**src/rtl/aport_csr_pkg.sv**
```systemverilog
package aport_csr_pkg;
  localparam int REG_W = 32;

  // control field positions
  localparam int CB_RUN     = 0;
  localparam int CB_IRQEN   = 1;
  localparam int CB_RXMODE  = 2;
  localparam int CB_WLEN    = 3;   // two bits
  localparam int CB_EDGE    = 5;
  localparam int CB_FPOL    = 6;
  localparam int CB_DELAY   = 7;
  localparam int CB_FOLLOW  = 8;
  localparam int CB_BASE384 = 9;
  localparam int CB_MDIV    = 10;  // three bits
  localparam int CB_GATE    = 30;
  localparam int CB_SRST    = 31;

  localparam logic [REG_W-1:0] LOCK_MASK =
    (REG_W'(1) << CB_SRST) | (REG_W'(1) << CB_GATE);
  localparam logic [REG_W-1:0] FIELD_MASK = (REG_W'(1) << (CB_MDIV + 3)) - REG_W'(1);
  localparam logic [REG_W-1:0] CTRL_MASK  = FIELD_MASK | LOCK_MASK;
  localparam logic [REG_W-1:0] CTRL_RST   = LOCK_MASK;

  // status field positions
  localparam int SB_BUSY = 0;
  localparam int SB_UF   = 1;
  localparam int SB_OF   = 2;
  localparam int NFLAG   = 2;

  typedef enum logic [1:0] {
    AL_PLAIN = 2'd0,
    AL_SET   = 2'd1,
    AL_CLR   = 2'd2,
    AL_RSVD  = 2'd3
  } alias_e;

  function automatic logic [REG_W-1:0] apply_alias(
    input alias_e a, input logic [REG_W-1:0] cur, input logic [REG_W-1:0] wd);
    case (a)
      AL_PLAIN: apply_alias = wd;
      AL_SET:   apply_alias = cur | wd;
      AL_CLR:   apply_alias = cur & ~wd;
      default:  apply_alias = cur;
    endcase
  endfunction
endpackage

```
**src/rtl/aport_csr_decode.sv**
```systemverilog
module aport_csr_decode
  import aport_csr_pkg::*;
#(
  parameter int ADDR_W = 8,
  parameter logic [ADDR_W-1:0] CTRL_BASE = 'h00,
  parameter logic [ADDR_W-1:0] STAT_BASE = 'h10
) (
  input  logic [ADDR_W-1:0] addr_i,
  input  logic              we_i,
  output alias_e            alias_o,
  output logic              ctrl_sel_o,
  output logic              stat_sel_o,
  output logic              ctrl_wr_o,
  output logic              stat_wr_o
);
  localparam int BLK_LSB = 4;

  logic [ADDR_W-BLK_LSB-1:0] page;
  logic                      valid;

  always_comb begin
    page       = addr_i[ADDR_W-1:BLK_LSB];
    alias_o    = alias_e'(addr_i[3:2]);
    valid      = (addr_i[1:0] == 2'b00) && (alias_o != AL_RSVD);
    ctrl_sel_o = valid && (page == CTRL_BASE[ADDR_W-1:BLK_LSB]);
    stat_sel_o = valid && (page == STAT_BASE[ADDR_W-1:BLK_LSB]);
    ctrl_wr_o  = we_i && ctrl_sel_o;
    stat_wr_o  = we_i && stat_sel_o;
  end
endmodule

```
**src/rtl/aport_csr_ctrl.sv**
```systemverilog
module aport_csr_ctrl
  import aport_csr_pkg::*;
(
  input  logic             clk,
  input  logic             rst,
  input  logic             wr_i,
  input  alias_e           alias_i,
  input  logic [REG_W-1:0] wdata_i,
  output logic [REG_W-1:0] ctrl_q
);
  logic             locked;
  logic [REG_W-1:0] cand;
  logic [REG_W-1:0] nxt;

  always_comb begin
    locked = ctrl_q[CB_SRST] | ctrl_q[CB_GATE];
    cand   = apply_alias(alias_i, ctrl_q, wdata_i) & CTRL_MASK;
    if (!wr_i)
      nxt = ctrl_q;
    else if (locked)
      nxt = (ctrl_q & ~LOCK_MASK) | (cand & LOCK_MASK);
    else
      nxt = cand;
  end

  always_ff @(posedge clk) begin
    if (rst) ctrl_q <= CTRL_RST;
    else     ctrl_q <= nxt;
  end

  // locked fields hold across any write
  a_r5_lock_hold: assert property (@(posedge clk) disable iff (rst)
    (ctrl_q[CB_SRST] || ctrl_q[CB_GATE]) |=>
      ((ctrl_q & ~LOCK_MASK) == ($past(ctrl_q) & ~LOCK_MASK)));

  // unlocked plain write lands as masked data
  a_r2_plain_write: assert property (@(posedge clk) disable iff (rst)
    (wr_i && alias_i == AL_PLAIN && !ctrl_q[CB_SRST] && !ctrl_q[CB_GATE]) |=>
      (ctrl_q == ($past(wdata_i) & CTRL_MASK)));
endmodule

```
**src/rtl/aport_csr_stat.sv**
```systemverilog
module aport_csr_stat
  import aport_csr_pkg::*;
(
  input  logic             clk,
  input  logic             rst,
  input  logic             wr_i,
  input  alias_e           alias_i,
  input  logic [NFLAG-1:0] wbits_i,
  input  logic             busy_i,
  input  logic [NFLAG-1:0] event_i,
  output logic [NFLAG-1:0] flag_q,
  output logic [REG_W-1:0] stat_o
);
  logic clr_alias;
  assign clr_alias = wr_i && (alias_i == AL_CLR);

  for (genvar i = 0; i < NFLAG; i++) begin : g_flag
    logic clr;
    assign clr = clr_alias && wbits_i[i];

    always_ff @(posedge clk) begin
      if (rst) flag_q[i] <= 1'b0;
      else     flag_q[i] <= event_i[i] | (flag_q[i] & ~clr);
    end

    // a flag only drops through a clear-alias write
    a_r8_sticky: assert property (@(posedge clk) disable iff (rst)
      (flag_q[i] && !clr) |=> flag_q[i]);

    // an event always leaves its flag set
    a_r9_event_wins: assert property (@(posedge clk) disable iff (rst)
      event_i[i] |=> flag_q[i]);
  end

  always_comb begin
    stat_o          = '0;
    stat_o[SB_BUSY] = busy_i;
    stat_o[SB_UF]   = flag_q[0];
    stat_o[SB_OF]   = flag_q[1];
  end
endmodule

```
**src/rtl/aport_csr.sv**
```systemverilog
module aport_csr
  import aport_csr_pkg::*;
#(
  parameter int ADDR_W = 8,
  parameter logic [ADDR_W-1:0] CTRL_BASE = 'h00,
  parameter logic [ADDR_W-1:0] STAT_BASE = 'h10
) (
  input  logic              clk,
  input  logic              rst,
  input  logic [ADDR_W-1:0] addr_i,
  input  logic [REG_W-1:0]  wdata_i,
  input  logic              we_i,
  output logic [REG_W-1:0]  rdata_o,
  input  logic              busy_i,
  input  logic              underflow_i,
  input  logic              overflow_i,
  output logic [REG_W-1:0]  ctrl_o,
  output logic              irq_o
);
  alias_e           alias_s;
  logic             ctrl_sel, stat_sel, ctrl_wr, stat_wr;
  logic [REG_W-1:0] ctrl_q, stat_v;
  logic [NFLAG-1:0] flags;

  aport_csr_decode #(
    .ADDR_W(ADDR_W), .CTRL_BASE(CTRL_BASE), .STAT_BASE(STAT_BASE)
  ) u_dec (
    .addr_i(addr_i), .we_i(we_i), .alias_o(alias_s),
    .ctrl_sel_o(ctrl_sel), .stat_sel_o(stat_sel),
    .ctrl_wr_o(ctrl_wr), .stat_wr_o(stat_wr)
  );

  aport_csr_ctrl u_ctrl (
    .clk(clk), .rst(rst), .wr_i(ctrl_wr), .alias_i(alias_s),
    .wdata_i(wdata_i), .ctrl_q(ctrl_q)
  );

  aport_csr_stat u_stat (
    .clk(clk), .rst(rst), .wr_i(stat_wr), .alias_i(alias_s),
    .wbits_i(wdata_i[SB_OF:SB_UF]), .busy_i(busy_i),
    .event_i({overflow_i, underflow_i}), .flag_q(flags), .stat_o(stat_v)
  );

  always_ff @(posedge clk) begin
    if (rst) begin
      rdata_o <= '0;
      irq_o   <= 1'b0;
    end else begin
      if (ctrl_sel)      rdata_o <= ctrl_q;
      else if (stat_sel) rdata_o <= stat_v;
      else               rdata_o <= '0;
      irq_o <= ctrl_q[CB_IRQEN] & (|flags);
    end
  end

  assign ctrl_o = ctrl_q;

  // no interrupt after a cycle with the enable low
  a_r10_irq_gated: assert property (@(posedge clk) disable iff (rst)
    !ctrl_o[CB_IRQEN] |=> !irq_o);

  // enabled error flag raises the interrupt next cycle
  a_r10_irq_raise: assert property (@(posedge clk) disable iff (rst)
    (ctrl_o[CB_IRQEN] && (flags != '0)) |=> irq_o);

  // one write reaches at most one register
  a_r6_one_target: assert property (@(posedge clk) disable iff (rst)
    $onehot0({ctrl_wr, stat_wr}));
endmodule

```
**config.mk**
```make
export PLATFORM = sky130hd
export DESIGN_NAME = aport_csr
export DESIGN_NICKNAME = d
export VERILOG_FILES = /design/src/rtl/aport_csr_pkg.sv /design/src/rtl/aport_csr_decode.sv /design/src/rtl/aport_csr_ctrl.sv /design/src/rtl/aport_csr_stat.sv /design/src/rtl/aport_csr.sv
export SDC_FILE = /design/constraint.sdc
export NUM_CORES = 1
export LEC_CHECK = 0
export BUFFER_PORTS_ARGS = -buffer_cell sky130_fd_sc_hd__buf_2
export CAP_MARGIN = 10
export CORE_UTILIZATION = 40
export DETAILED_ROUTE_END_ITERATION = 10
export PLACE_DENSITY_LB_ADDON = 0.2
export SLEW_MARGIN = 25
export SYNTH_ARGS = -nofsm -noshare
export SYNTH_HDL_FRONTEND = slang
export SYNTH_SLANG_ARGS = --single-unit
```
**constraint.sdc**
```tcl
create_clock -name clk -period 1.7 [get_ports clk]
set_clock_uncertainty 0.1 [all_clocks]
set_input_delay 0 -clock clk [delete_from_list [all_inputs] [get_ports clk]]
set_output_delay 0 -clock clk [all_outputs]
set_load 0.005 [all_outputs]
```
# == Word-level counts from Yosys, hierarchy flattened ==
# Cells that the tools add are included.
# Widths: inputs -> output; s select.
# totals
ff_bits,67
output_inout_bits,65
input_bits,46
wordCells,40
# classes
bitwise_logic,12
n_eq_ne,4
mux,4
reduce_logical,14
# op_table
cell,count
$pmux 32 s3,1
$mux 32,2
$and 32x32->32,1
$not 32->32,1
$or 30x32->32,1
$or 32x32->32,1
$logic_and 1x1->1,8
$eq 4x1->1 const B,1
$logic_not 2->1,2
$logic_not 4->1,1
$reduce_bool 4->1,1
$and 1x1->1,3
$mux 3,1
$or 1x1->1,3
$eq 2x1->1 const B,1
$eq 2x2->1 const B,1
$ne 2x2->1 const B,1
$not 1->1,2
$reduce_and 2->1,1
$reduce_or 2->1,1

# == Depth between registers and ports, before layout ==
# depth
word_depth,9
depth_mapped,7
ltp_nobuf,5

# == Cells and area by module ==
# A second synthesis with hierarchy kept.
# unflattened
cells_unflattened,310
area_unflattened_um2,2811.4
# by_module_without_submodules
mod,n_inst,seq_area_each_um2,area_per_inst_um2,cells_each
aport_csr,1,660.6,1288.7,145
aport_csr_ctrl,1,300.3,1136.1,114
aport_csr_stat,1,40.0,325.3,42
aport_csr_decode,1,0.0,61.3,9

# == Worst setup path before layout ==
# No wires, ideal clock.
# synth_path
path_kind,register to register
from,reg u_ctrl.ctrl_q[31]
to,reg u_ctrl.ctrl_q[4]
stages_incl_launch_ff,5
slack_ns,0.348
n_path_buf,1
arrival_time_ns,1.171
setup_ns,0.080
required_ns,1.520
period_less_slack_ns,1.352
cell_sequence,dfxtp_1 nor3_1 clkbuf_1 o21ai_0 a211oi_2
# synth_via
elab_chain_len,3
elab_cells_between_ends,4
cone_classes,1 x mux; 1 x bitwise; 2 x reduce/logical
# synth_lines
item,line_no,rtl
from (decl),aport_csr_ctrl.sv:9,output logic [REG_W-1:0] ctrl_q
from (signal assigned),aport_csr_ctrl.sv:28,else ctrl_q <= nxt;
$or 1x1->1 (*),aport_csr_ctrl.sv:16,locked = ctrl_q[CB_SRST] | ctrl_q[CB_GATE];
$reduce_bool 4->1 (no line),--,
$reduce_and 2->1 (no line),--,
# Every way passes the cells marked *; elsewhere a longest branch is shown, timed or not.
# A chain may end at the register's enable or synchronous reset.

# == Worst setup path in the final report ==
# layout_path
from,reg u_ctrl.ctrl_q[31]
to,reg u_ctrl.ctrl_q[0]
# Same word-level chain as after synthesis.

==> flow_summary.toml <==
[run_status]
run_status = "finished, final reports clean"

[yosys]
synth_cell_type_count = 29
async_flop_share_pct = 0
post_synthesis_cell_area_sq_um = 1780
ys_seq_area_share_pct = 37.1
number_of_enable_flip_flop_cells_after_synthesis = 0
syn_area_per_cell_sq_um = 9.74
synth.area.top_cells = "dfxtp_1 (37%), buf_4 (15%), mux2_2 (8.2%)"
synthesis.yosys.warnings = 0
synth.ff_latch_count = 33
netlist_instances = 183
ys_dominant_reg_cell = "dfxtp_1"
synth_top_cell_by_area = "dfxtp_1"
share_of_the_synthesized_area_in_the_top_cell_type_pct = 37.1

[run]
max_cap_viol_count = 0

[worst_setup_path]
crit_fanout = 14
worst_setup_path_start_kind = "flop"
r2r_cells = 5
path_class = "reg -> reg"
endpoint_kind = "flop"
arrival_ns = 1.49
worst_ep_required_time_ns = 1.79

[placed_design]
numPortBuffers = 59
place.gp.congestion = 0.719
dp.final_hpwl_mm = 2.61

[power_and_ir_drop]
internal-power_mw = 1.19
vdd_ir_drop_max_uv = 233
total_switching_power_mw = 0.369
leakage_nw = 1.06
proportion_of_power_drawn_by_the_clock_network_pct = 38.3
power.density_cell_area_nw_per_um2 = 687
power.share.combinational_pct = 11.7
p_sw_share_pct = 23.6
sequentialPowerShare_pct = 50.0

[clock_tree]
cts.path.max_buffers = 2
ctsHoldBuffers = 19
numCtsBuffers = 5
post_cts_buffers = 0
cts_tree = "yes"
clock_latency_ns = 0.29
clkTransAtPathRegs_ns = 0.07
ctsRootBufferMaster = "clkbuf_8"
post_cts_resized = 0
tritoncts_sinks = 33
cts.htree.levels = 2

[timing]
worst-slew-pin-transition_ns = 0.541
final.setup.tns_ns = 0
finalMaxSlewViolations = 0
min_period_ns = 1.40
final-hold-violation-count = 0
rsz0062_at_grt = "false"
timing.final.crit_share_pct = 82.2
timing.final.setup_violations = 0
timing.slew.headroom_pct = 63.9
achievable-frequency_ghz = 0.715

[die]
die_area_sq_um = 4730
initial_utilization_pct = 43.0
die_y_um = 68.8
io_pins = 111
die_w_um = 68.8
number_of_placement_rows = 23
core-area_sq_um = 4140

[grt]
grt_start_max_net_pins = 18
grt_pass1_vias = 1220
overflow = 0
number_of_antenna_violations_at_the_first_check_in_global_routing = 0
first_pass_grt_wire_length_mm = 5.66
track_usage_pct = 16.8

[min_path]
holdCritPathClass = "in -> reg"
hold_depth = 4

[final_layout]
utilization_pct = 54.7
finish.net_count = 314
num_antenna_cells = 0
fillCellCount = 417
top_library_cells_by_usage_in_the_layout_fill_and_taps_aside = "buf_2 (59), conb_1 (34), dfxtp_1 (33)"
layout_cell_share_with_drive_strength_beyond_1_pct = 36.0
synthesis_to_finish_area_growth_pct = 27.2
most_common_cell_after_layout_fill_and_taps_aside = "buf_2"

[routing]
wl_mm = 3.81
dr_total_vias = 1472
drc = 0
detailedRoute.firstIterationViolations = 36
drtAntennaViolNets = 0
wire_length_per_cell_um = 12.1
drt_first_pass_iters = 4
drt-vias-per-instance = 4.69
## metal layers
layer	wire (um)	share of wire [%]	vias up	track usage [%]
met5	0	0	-	0
met4	59	1.5	0	7.40
met3	273	7.2	5	5.10
met2	1810	47	73	28.2
met1	1680	44	660	19.6
li1	-	-	734	-
## logic make-up after synthesis
group | after synthesis | share of synthesized area (%)
flops | 33 | 37.1
fa+ha+maj | 4 | 2.81
other cells | 1 | 0.210
simple gates | 30 | 11.6
compound gates | 50 | 18.9
mux | 16 | 9.89
buf+inv | 49 | 19.5
## power groups by stage
stage | Combinational (mW) | Sequential (mW) | Clock [mW]
final | 0.183 | 0.780 | 0.596
after global routing | 0.202 | 0.779 | 0.644
after CTS | 0.182 | 0.779 | 0.608
after detailed placement | 0.147 | 0.797 | 0
after global placement | 0.147 | 0.797 | 0
after floorplan | 0.144 | 0.796 | 0
## path summary, 6_finish.rpt
check | startpoint | endpoint | slack, ns
setup reg to reg | u_ctrl.ctrl_q[31] | u_ctrl.ctrl_q[0] | 0.30
hold / removal | we_i | u_stat.flag_q[0] | 0.05
hold reg to reg | u_ctrl.ctrl_q[11] | rdata_o[11] | 0.38
setup / recovery | u_ctrl.ctrl_q[31] | u_ctrl.ctrl_q[0] | 0.30
## state kept, by name, summed over array words and instances, names as in the netlist
register       count
rdata_o           15
irq_o              1
u_stat.flag_q      2
u_ctrl.ctrl_q     15
## Yosys cell counts, drive strengths merged (2+ instances only)
cell type  number
ha              4
nand4           2
mux2           13
nor3            5
a2111oi         2
mux2i           3
nor2            3
a211oi         13
o21bai          2
o21ai          15
dfxtp          33
inv             4
buf            38
clkbuf          7
a21oi          17
nor2b           2
and2           13
## area by class of cell
type | count | area [sq um] | share of cell area (%)
flip-flops and latches | 33 | 661 | 29.1
well taps | 50 | 62.6 | 2.76
inverters | 4 | 15.0 | 0.662
clock buffers | 7 | 86.3 | 3.81
multi-input cells | 134 | 898 | 39.6
repair buffers | 86 | 546 | 24.0
## metrics by stage
stage	hold WS [ns]	worst slack [ns]	total power, mW	instance area (sq um)	cells
2_1_floorplan	-0.0239	0.348	0.940	1910	216
3_3_place_gp	0.140	0.102	0.944	1990	288
3_5_place_dp	0.143	0.0670	0.944	1990	288
4_1_cts	0.0434	0.288	1.57	2270	314
5_1_grt	0.0819	0.210	1.63	2270	314
6_report	0.0522	0.302	1.56	2270	314
## worst max-delay path, stage by stage, from the launching register on
cell and delay [ns]:
dfxtp_1 0.35, nor2_1 0.11, o2111a_1 0.22, buf_4 0.22, a21oi_1 0.10, a211oi_1 0.21
Note: power is estimated with default switching activity, not from simulation.
